**config.mk**
```make
export PLATFORM = sky130hd
export DESIGN_NAME = fthr_req_ctrl
export DESIGN_NICKNAME = d
export VERILOG_FILES = /design/src/rtl/fthr_pkg.sv /design/src/rtl/fthr_level.sv /design/src/rtl/fthr_gate.sv /design/src/rtl/fthr_status.sv /design/src/rtl/fthr_req_ctrl.sv
export SDC_FILE = /design/constraint.sdc
export NUM_CORES = 1
export LEC_CHECK = 0
export CAP_MARGIN = 30
export CORE_MARGIN = 10
export CORE_UTILIZATION = 60
export CTS_BUF_LIST = sky130_fd_sc_hd__clkbuf_2 sky130_fd_sc_hd__clkbuf_4 sky130_fd_sc_hd__clkbuf_8
export CTS_CLUSTER_DIAMETER = 120
export DETAILED_ROUTE_END_ITERATION = 8
export DONT_BUFFER_PORTS = 1
export PLACE_DENSITY = 0.81
export SLEW_MARGIN = 30
export SYNTH_ARGS = -nofsm -noshare
export SYNTH_HDL_FRONTEND = slang
export SYNTH_SLANG_ARGS = --single-unit
```
**constraint.sdc**
```tcl
create_clock -name clk -period 5.1 [get_ports clk]
set_input_delay 0.51 -clock clk [delete_from_list [all_inputs] [get_ports clk]]
set_output_delay 0.51 -clock clk [all_outputs]
set_load 0.01 [all_outputs]
```
**src/rtl/fthr_pkg.sv**
```systemverilog
package fthr_pkg;
  localparam int DIR_TX = 0;
  localparam int DIR_RX = 1;
  localparam int NDIR   = 2;

  localparam int STS_TXE = 0;
  localparam int STS_RXF = 1;
  localparam int STS_OVF = 2;
  localparam int STS_W   = 3;
endpackage

```
**src/rtl/fthr_level.sv**
```systemverilog
module fthr_level #(
  parameter int DEPTH = 64,
  parameter int LVL_W = $clog2(DEPTH + 1)
) (
  input  logic             clk,
  input  logic             rst,
  input  logic             push,
  input  logic             pop,
  output logic [LVL_W-1:0] level_q,
  output logic [LVL_W-1:0] level_nx
);
  localparam logic [LVL_W-1:0] FULL = LVL_W'(DEPTH);

  always_comb begin
    level_nx = level_q;
    if (push && !pop) begin
      if (level_q != FULL) level_nx = level_q + 1'b1;
    end else if (pop && !push) begin
      if (level_q != '0) level_nx = level_q - 1'b1;
    end else if (push && pop) begin
      if (level_q == '0)        level_nx = level_q + 1'b1;
      else if (level_q == FULL) level_nx = level_q - 1'b1;
    end
  end

  always_ff @(posedge clk) begin
    if (rst) level_q <= '0;
    else     level_q <= level_nx;
  end
endmodule

```
**src/rtl/fthr_gate.sv**
```systemverilog
module fthr_gate #(
  parameter int TH_W = 6
) (
  input  logic            clk,
  input  logic            rst,
  input  logic            active,
  input  logic            acc,
  input  logic            cond,
  input  logic            dma_mode,
  input  logic [TH_W-1:0] th,
  output logic            req_o,
  output logic            dma_o,
  output logic            rise_o
);
  logic            busy_q, busy_n;
  logic [TH_W-1:0] rem_q, rem_n;
  logic            req_q, req_n;
  logic            start;

  always_comb begin
    start  = active && !busy_q && req_q && acc;
    busy_n = 1'b0;
    rem_n  = '0;
    req_n  = 1'b0;
    if (active) begin
      if (busy_q) begin
        busy_n = !(acc && rem_q == TH_W'(1));
        rem_n  = acc ? rem_q - 1'b1 : rem_q;
      end else if (start) begin
        busy_n = (th != '0);
        rem_n  = th;
      end
      req_n = cond && !busy_n && !start;
    end
  end

  assign rise_o = req_n && !req_q;

  always_ff @(posedge clk) begin
    if (rst) begin
      busy_q <= 1'b0;
      rem_q  <= '0;
      req_q  <= 1'b0;
      dma_o  <= 1'b0;
    end else begin
      busy_q <= busy_n;
      rem_q  <= rem_n;
      req_q  <= req_n;
      dma_o  <= req_n && dma_mode;
    end
  end

  assign req_o = req_q;
endmodule

```
**src/rtl/fthr_status.sv**
```systemverilog
module fthr_status #(
  parameter int NB = 3
) (
  input  logic          clk,
  input  logic          rst,
  input  logic [NB-1:0] set,
  input  logic [NB-1:0] clr,
  input  logic [NB-1:0] en,
  output logic [NB-1:0] sts,
  output logic          irq
);
  always_ff @(posedge clk) begin
    if (rst) begin
      sts <= '0;
      irq <= 1'b0;
    end else begin
      sts <= (sts & ~clr) | set;
      irq <= |(sts & en);
    end
  end
endmodule

```
**src/rtl/fthr_req_ctrl.sv**
```systemverilog
module fthr_req_ctrl
  import fthr_pkg::*;
#(
  parameter int DEPTH   = 64,
  parameter int TH_W    = 6,
  parameter int CFG_W   = 16,
  parameter int AEL_LSB = 0,
  parameter int AFL_LSB = 8,
  parameter int LVL_W   = $clog2(DEPTH + 1)
) (
  input  logic             clk,
  input  logic             rst,
  input  logic             chan_en,
  input  logic             tx_fifo_en,
  input  logic             rx_fifo_en,
  input  logic             dma_mode,
  input  logic             cfg_we,
  input  logic [CFG_W-1:0] cfg_wdata,
  input  logic             host_wr,
  input  logic             host_rd,
  input  logic             spi_rx,
  input  logic             spi_tx,
  input  logic [STS_W-1:0] sts_clr,
  input  logic [STS_W-1:0] irq_en,
  output logic [LVL_W-1:0] level,
  output logic [STS_W-1:0] status,
  output logic             irq,
  output logic             dma_tx_req,
  output logic             dma_rx_req
);
  localparam logic [LVL_W-1:0] FULL = LVL_W'(DEPTH);

  logic [TH_W-1:0]  ael_q, afl_q;
  logic [LVL_W-1:0] level_nx;
  logic             push, pop;
  logic [NDIR-1:0]  active, acc, cond, req, dma, rise;
  logic [TH_W-1:0]  th [NDIR];
  logic [STS_W-1:0] sts_set;

  always_ff @(posedge clk) begin
    if (rst) begin
      ael_q <= '0;
      afl_q <= '0;
    end else if (cfg_we) begin
      ael_q <= cfg_wdata[AEL_LSB +: TH_W];
      afl_q <= cfg_wdata[AFL_LSB +: TH_W];
    end
  end

  assign push = host_wr | spi_rx;
  assign pop  = host_rd | spi_tx;

  fthr_level #(.DEPTH(DEPTH), .LVL_W(LVL_W)) u_level (
    .clk(clk), .rst(rst), .push(push), .pop(pop),
    .level_q(level), .level_nx(level_nx)
  );

  for (genvar d = 0; d < NDIR; d++) begin : g_dir
    if (d == DIR_TX) begin : g_tx
      assign active[d] = chan_en & tx_fifo_en;
      assign acc[d]    = host_wr;
      assign th[d]     = ael_q;
      assign cond[d]   = (FULL - level_nx) > LVL_W'(ael_q);
    end else begin : g_rx
      assign active[d] = chan_en & rx_fifo_en;
      assign acc[d]    = host_rd;
      assign th[d]     = afl_q;
      assign cond[d]   = level_nx > LVL_W'(afl_q);
    end
    fthr_gate #(.TH_W(TH_W)) u_gate (
      .clk(clk), .rst(rst), .active(active[d]), .acc(acc[d]),
      .cond(cond[d]), .dma_mode(dma_mode), .th(th[d]),
      .req_o(req[d]), .dma_o(dma[d]), .rise_o(rise[d])
    );
  end

  assign sts_set[STS_TXE] = rise[DIR_TX] & ~dma_mode;
  assign sts_set[STS_RXF] = rise[DIR_RX] & ~dma_mode;
  assign sts_set[STS_OVF] = active[DIR_RX] & spi_rx & (level == FULL) & ~pop;

  fthr_status #(.NB(STS_W)) u_status (
    .clk(clk), .rst(rst), .set(sts_set), .clr(sts_clr), .en(irq_en),
    .sts(status), .irq(irq)
  );

  assign dma_tx_req = dma[DIR_TX];
  assign dma_rx_req = dma[DIR_RX];
endmodule

```
Yosys cells after proc, flatten, opt, wreduce, memory -nomap -nowiden
Index checks and enable logic that the tools add are counted.
W data, S select, Z words.
{ "op_classes": {"n_addsub": 5, "n_lt_le_gt_ge": 2, "eq_ne": 6, "muxes": 21, "n_bitwise": 17, "reduce_logical": 38} }
{ "op_table": {"columns": ["operator", "n"], "rows": [
  ["$mux W7", 7],
  ["$mux W6", 6],
  ["$logic_and A1 B1 Y1", 19],
  ["$gt A7 B6 Y1", 2],
  ["$eq A6 B1 Y1 const B", 2],
  ["$logic_not A1 Y1", 12],
  ["$reduce_bool A6 Y1", 2],
  ["$sub A6 B1 Y6 const B", 2],
  ["$mux W1", 8],
  ["$add A7 B1 Y7 const B", 1],
  ["$and A1 B1 Y1", 7],
  ["$eq A7 B7 Y1 const B", 1],
  ["$logic_not A7 Y1", 1],
  ["$ne A7 B7 Y1 const B", 1],
  ["$reduce_bool A7 Y1", 1],
  ["$sub A7 B1 Y7 const B", 1],
  ["$sub A7 B7 Y7 const A", 1],
  ["$and A3 B3 Y3", 2],
  ["$ne A2 B2 Y1 const B", 2],
  ["$not A1 Y1", 4],
  ["$reduce_or A2 Y1", 2],
  ["$not A3 Y3", 1],
  ["$or A3 B3 Y3", 1],
  ["$reduce_or A3 Y1", 1],
  ["$or A1 B1 Y1", 2]
]} }
{ "word_totals": {"ff_bits": 41, "input_bits": 33, "output_inout_bits": 13, "elab_cells": 102} }

Depth between registers and ports, before layout
{ "depth": {"depth_word": 14, "depth_mapped": 18, "depth_no_buf": 17} }

Modules after synthesis
From an unflattened synthesis, not the netlist that was laid out.
{ "hier_totals": {"cells_unflattened": 347, "area_unflattened_um2": 2840.2} }
{ "modules_own_cells": {"columns": ["mod", "instances", "cells_per_inst", "area_each_um2", "seq_area_each_um2"], "rows": [
  ["fthr_gate", 2, 61, 513.0, 180.2],
  ["fthr_req_ctrl", 1, 102, 880.8, 240.2],
  ["fthr_level", 1, 108, 794.5, 140.1],
  ["fthr_status", 1, 15, 138.9, 80.1]
]} }

Worst setup path before layout
OpenSTA, ideal clock, no wires.
{ "synth_timing": {"kind": "register -> register", "startpoint": "register u_level.level_q[0]", "endpoint": "register u_status.sts[0]", "setup_time_ns": 0.087, "arrival_time_ns": 3.455, "required_time_ns": 5.013, "path_slack_ns": 1.558, "stages_incl_launch_ff": 17, "n_path_buf": 0, "period_less_slack_ns": 3.542, "cell_sequence": "dfxtp_1 > inv_1 > ha_1 > nor3b_2 > and3_1 > or4_1 > a31o_4 > and3_2 > xnor2_1 > ha_1 > nand3_1 > o21bai_1 > a21oi_1 > nor2b_1 > mux2i_1 > nand4b_1 > o31ai_1"} }
{ "synth_via": {"elab_chain_len": 14, "elab_cells_between_ends": 21, "cone_classes": "3 x add/sub; 1 x order compare; 2 x eq/ne; 8 x mux; 2 x bitwise; 5 x reduce/logical"} }
{ "synth_lines": {"columns": ["element", "line", "text"], "rows": [
  ["start: declaration", "fthr_level.sv:9", "output logic [LVL_W-1:0] level_q,"],
  ["start signal: assignment", "fthr_level.sv:28", "else level_q <= level_nx;"],
  ["$sub A7 B1 Y7 / $eq A7 B7 Y1 (equally long branches)", "fthr_level.sv:19, fthr_level.sv:22", null],
  ["$mux W7", "fthr_level.sv:22", "else if (level_q == FULL) level_nx = level_q - 1'b1;"],
  ["$mux W7", "fthr_level.sv:21", "if (level_q == '0) level_nx = level_q + 1'b1;"],
  ["$mux W7", "fthr_level.sv:20", "end else if (push && pop) begin"],
  ["$mux W7", "fthr_level.sv:18", "end else if (pop && !push) begin"],
  ["$mux W7 *", "fthr_level.sv:16", "if (push && !pop) begin"],
  ["$sub A7 B7 Y7 *", "fthr_req_ctrl.sv:63", "assign cond[d] = (FULL - level_nx) > LVL_W'(ael_q);"],
  ["$gt A7 B6 Y1 *", "fthr_req_ctrl.sv:63", null],
  ["$logic_and A1 B1 Y1 * (2 in series)", "fthr_gate.sv:33", "req_n = cond && !busy_n && !start;"],
  ["$mux W1 *", "fthr_gate.sv:25", "if (active) begin"],
  ["$logic_and A1 B1 Y1 *", "fthr_gate.sv:37", "assign rise_o = req_n && !req_q;"],
  ["$and A1 B1 Y1 *", "fthr_req_ctrl.sv:77", "assign sts_set[STS_TXE] = rise[DIR_TX] & ~dma_mode;"],
  ["$or A3 B3 Y3 *", "fthr_status.sv:17", "sts <= (sts & ~clr) | set;"],
  ["end signal: assignment", "fthr_status.sv:17", null],
  ["end: declaration", "fthr_status.sv:9", "output logic [NB-1:0] sts,"]
]} }
Every way passes the cells marked *; elsewhere a longest branch is shown, timed or not.
A chain may end at the register's enable or synchronous reset.

Worst setup path in the final report
{ "layout_timing": {"startpoint": "register u_level.level_q[0]", "endpoint": "register g_dir[0].u_gate.dma_o"} }
{ "layout_via": {"elab_chain_len": 12, "elab_cells_between_ends": 19, "cone_classes": "3 x add/sub; 1 x order compare; 2 x eq/ne; 8 x mux; 5 x reduce/logical"} }
{ "layout_lines": {"columns": ["element", "line", "text"], "rows": [
  ["$sub A7 B1 Y7 / $eq A7 B7 Y1 (equally long branches)", "fthr_level.sv:19, fthr_level.sv:22", null],
  ["$mux W7", "fthr_level.sv:22", null],
  ["$mux W7", "fthr_level.sv:21", null],
  ["$mux W7", "fthr_level.sv:20", null],
  ["$mux W7", "fthr_level.sv:18", null],
  ["$mux W7 *", "fthr_level.sv:16", null],
  ["$sub A7 B7 Y7 *", "fthr_req_ctrl.sv:63", null],
  ["$gt A7 B6 Y1 *", "fthr_req_ctrl.sv:63", null],
  ["$logic_and A1 B1 Y1 * (2 in series)", "fthr_gate.sv:33", null],
  ["$mux W1 *", "fthr_gate.sv:25", null],
  ["$logic_and A1 B1 Y1 *", "fthr_gate.sv:49", "dma_o <= req_n && dma_mode;"],
  ["end signal: assignment", "fthr_gate.sv:49", null],
  ["end: declaration", "fthr_gate.sv:12", "output logic dma_o,"]
]} }
Marked as above.

==> summary.txt <==
Floorplan
  • Die Span Y: just under 90 um
  • Initial Util: 0.627
  • Ports: 46
  • Core Box Area: ~4400 um^2
  • Full die area: 7690 um^2
  • Number of core rows: 24
  • Die width: 87.7 um

Power
  • Leak: 1.10 nW
  • PwrDens: 573 nW/um^2
  • Worst vdd ir: 302 uV

Timing
  • Worst Skew: 0.00324 ns
  • Final setup TNS: 0 ns
  • F_max: 0.245 GHz
  • Slew HR: 0.436
  • Final hold vios: 0
  • RSZ-0062 raised after global routing: no
  • Slew @ Worst Pin: 0.843 ns
  • Period utilisation layout: 0.801
  • Fin. max-slew vios: 0
  • Setup WS post-layout: around 1 ns
  • Period minus WS final: 4.09 ns
  • Final setup viols: 0

Detailed routing
  • Drt drc: 0
  • Final ANT Viol Nets: 0
  • Initial DRT Pass Iterations: 5
  • Routed wire per std cell: 17.7 um
  • Via density: approximately 6.5
  • DRT iter0 DRCs: about 160
  • WL final: 6800 um
  • DR vias: ~2500

Worst setup path
  • Critical Path Most Common Cell: ha_1
  • Setup crit start kind: flip-flop
  • Setup crit start: u_level.level_q[0]$_SDFF_PP0_
  • Worst-path cell chain: inv_1 > ha_1 > nor3b_2 > and3_1 > or4_1 > a31o_4 > nand4_4 > nor2_1 > xnor2_1 > ha_1 > nand3_1 > o21bai_1 > a21oi_1 > nor4b_1 > mux2i_1 > nand4b_1 > nor3b_1
  • CP max stage cell: dfxtp_1
  • Critical path arrival: between 4 and 5 ns
  • Crit Path Max Fanout: 8
  • CP Class: reg2reg
  • Data required, critical path: 5.32 ns
  • Worst r2r src: u_level.level_q[0]$_SDFF_PP0_
  • Worst setup EP type: flip-flop
  • Bufs and invs on worst path: 1
  • CP max stage delay: approximately 0.52 ns
  • Worst path top cell family by delay: simple AND/OR/NAND/NOR gates

CTS
  • Clock root buffer: clkbuf_8
  • Num CTS Buffers: 5
  • Htree depth: 2
  • CTS Hold Buffers Added: 0
  • Post-CTS sizing: 0
  • Reg clk slew, reported paths: 0.08 ns
  • Maximum root-to-sink buffer count: 2
  • Clk sinks: between 40 and 50
  • Setup bufs post-CTS: 0
  • CTS tree: yes
  • Clk_lat worst skew: ~0.30 ns

Placed design
  • IO Port Bufs: 0
  • Post-DP HPWL: just over 5000 um
  • GP Congestion: around 0.93
  • Dpl ws: 1.03 ns

Global route
  • Largest net degree at the start of global routing: 26
  • Initial antenna violation count: 0
  • Overall routing resource usage: 0.181
  • Congestion Overflow GR: 0
  • First-pass GRT wire length: ~11000 um
  • Number of global-route vias before repair: 2400

Finish
  • Commonest non-fill, non-tap cell in the layout: nor2_1
  • Most frequent cells in the layout: 47 x nor2_1, 41 x dfxtp_1, 27 x nand2_1
  • Area delta synth->final: 4.23%
  • N_diodes: 0
  • Share of cells above drive strength 1: 0.0811
  • Post-layout nets: roughly 380

Synthesis
  • Mux cell area share after synthesis: 0.0473
  • Synth Cell Area: 2750 um^2
  • Synth cell types: 62
  • Yosys warning total: 0
  • XOR/XNOR share of the synthesized area: 0.0323
  • Synth Area in Adders: 0.0819
  • FFs w/ async S/R, synth: 0
  • Synth Area in Simple Gates: 0.254
  • Seq/Total Area, Yosys: 0.299
  • Ys flop type: dfxtp_1
  • Syn_nets: 397
  • EDFF count, synth: 0
  • Main combinational cell family by area after synthesis: simple AND/OR/NAND/NOR gates
  • Synthesized area per cell: ~7.9 um^2
  • Register bit total from synthesis: 41
  • Post-Synthesis Cells: 346
  • Synth Area in Compound Gates: 0.220

Job
  • Maxcap violations: 0

Status
  • Status: completed

Min path
  • HP Start: rst
  • Hold WC Path Type: in2reg
[state kept, by name, indices dropped and copies added, names as in the netlist]
| register | flops |
|---|---|
| g_dir.u_gate.rem_q | 12 |
| ael_q | 6 |
| u_status.sts | 3 |
| g_dir.u_gate.busy_q | 2 |
| u_status.irq | 1 |
| g_dir.u_gate.dma_o | 2 |
| u_level.level_q | 7 |
| g_dir.u_gate.req_o | 2 |
| afl_q | 6 |
[logic make-up (layout without fill, tap and decap cells)]
logic type | after synthesis | in the layout
buffers and inverters | 44 | 31
adders and majority gates | 18 | 18
xor gates and xnor gates | 8 | 8
muxes | 13 | 13
DFF | 41 | 41
and+or+nand+nor | 137 | 137
AOI/OAI and AO/OA | 85 | 85
[path summary, 6_finish.rpt]
path / end / slack, ns / cells past startpoint
setup / recovery: g_dir[0].u_gate.dma_o$_SDFF_PP0_ / 1.01 / 17
hold / removal: afl_q[1]$_SDFFE_PP0P_ / 0.27 / 1
setup reg to reg: g_dir[0].u_gate.dma_o$_SDFF_PP0_ / 1.01 / 17
hold reg to reg: u_status.sts[0]$_SDFF_PP0_ / 0.47 / 1
[synthesized netlist by cell type (all sizes together) (3+ instances only)]
| cell type | count | area [um^2] |
|---|---|---|
| a21oi | 17 | 85.1 |
| a22oi | 10 | 75.1 |
| o21a | 4 | 30.0 |
| ha | 18 | 225 |
| or4 | 3 | 22.5 |
| and3 | 3 | 20.0 |
| mux2i | 13 | 130 |
| nor2b | 6 | 37.5 |
| a211oi | 12 | 90.1 |
| a31oi | 4 | 25.0 |
| nor2 | 47 | 176 |
| inv | 23 | 86.3 |
| o21ai | 14 | 73.8 |
| nand3 | 7 | 35.0 |
| nand4 | 8 | 65.1 |
| or2 | 5 | 31.3 |
| dfxtp | 41 | 821 |
| buf | 9 | 47.5 |
| nor3 | 14 | 70.1 |
| or3 | 3 | 23.8 |
| clkbuf | 12 | 45.0 |
| xnor2 | 6 | 71.3 |
| o31ai | 3 | 22.5 |
| nand2 | 27 | 101 |
[where the power goes]
group / internal, mW / total, mW / leakage (nW) / switching (mW)
sequential: 0.355 / 0.431 / 0.334 / 0.0762
clock: 0.194 / 0.309 / 0.0681 / 0.115
combinational: 0.420 / 0.902 / 0.700 / 0.482
total: 0.969 / 1.64 / 1.10 / 0.673
[metrics by stage]
step	power [mW]	cell area [um^2]	cells	hold slack [ns]	utilization
after floorplan	1.17	2750	346	0.421	-
final	1.64	2870	385	0.272	0.654
after CTS	1.64	2860	385	0.264	0.652
after detailed placement	1.33	2730	377	0.467	0.622
after global placement	1.28	2720	377	0.441	0.621
after global routing	1.77	2870	385	0.257	0.654
[final cells by class]
class / instances / area, um^2
clock buffer: 5 / 68.8
tap: 52 / 65.1
inverter: 23 / 86.3
multi-input combinational: 261 / 1760
sequential: 41 / 821
clock inverter: 3 / 65.1
fill: 394 / 1520
[per-layer routing]
layer | track usage | up-vias | routed length (um)
li1 | - | 1218 | -
met1 | 0.227 | 1182 | 2840
met2 | 0.292 | 107 | 3230
met3 | 0.0529 | 12 | 623
met4 | 0.0536 | 0 | 118
met5 | 0 | - | 0
[worst reg2reg max path, delay by kind of cell, from the launching register on]
family / cells / cell delay, ns
AO/OA/AOI/OAI: 3 / 0.62
XOR/XNOR: 1 / 0.12
adder cells (fa/ha/maj): 2 / 0.60
buffers and inverters: 1 / 0.23
flip-flops: 1 / 0.52
multiplexers: 1 / 0.16
AND/OR/NAND/NOR: 9 / 1.77
Power figures use the tool's default switching activity.
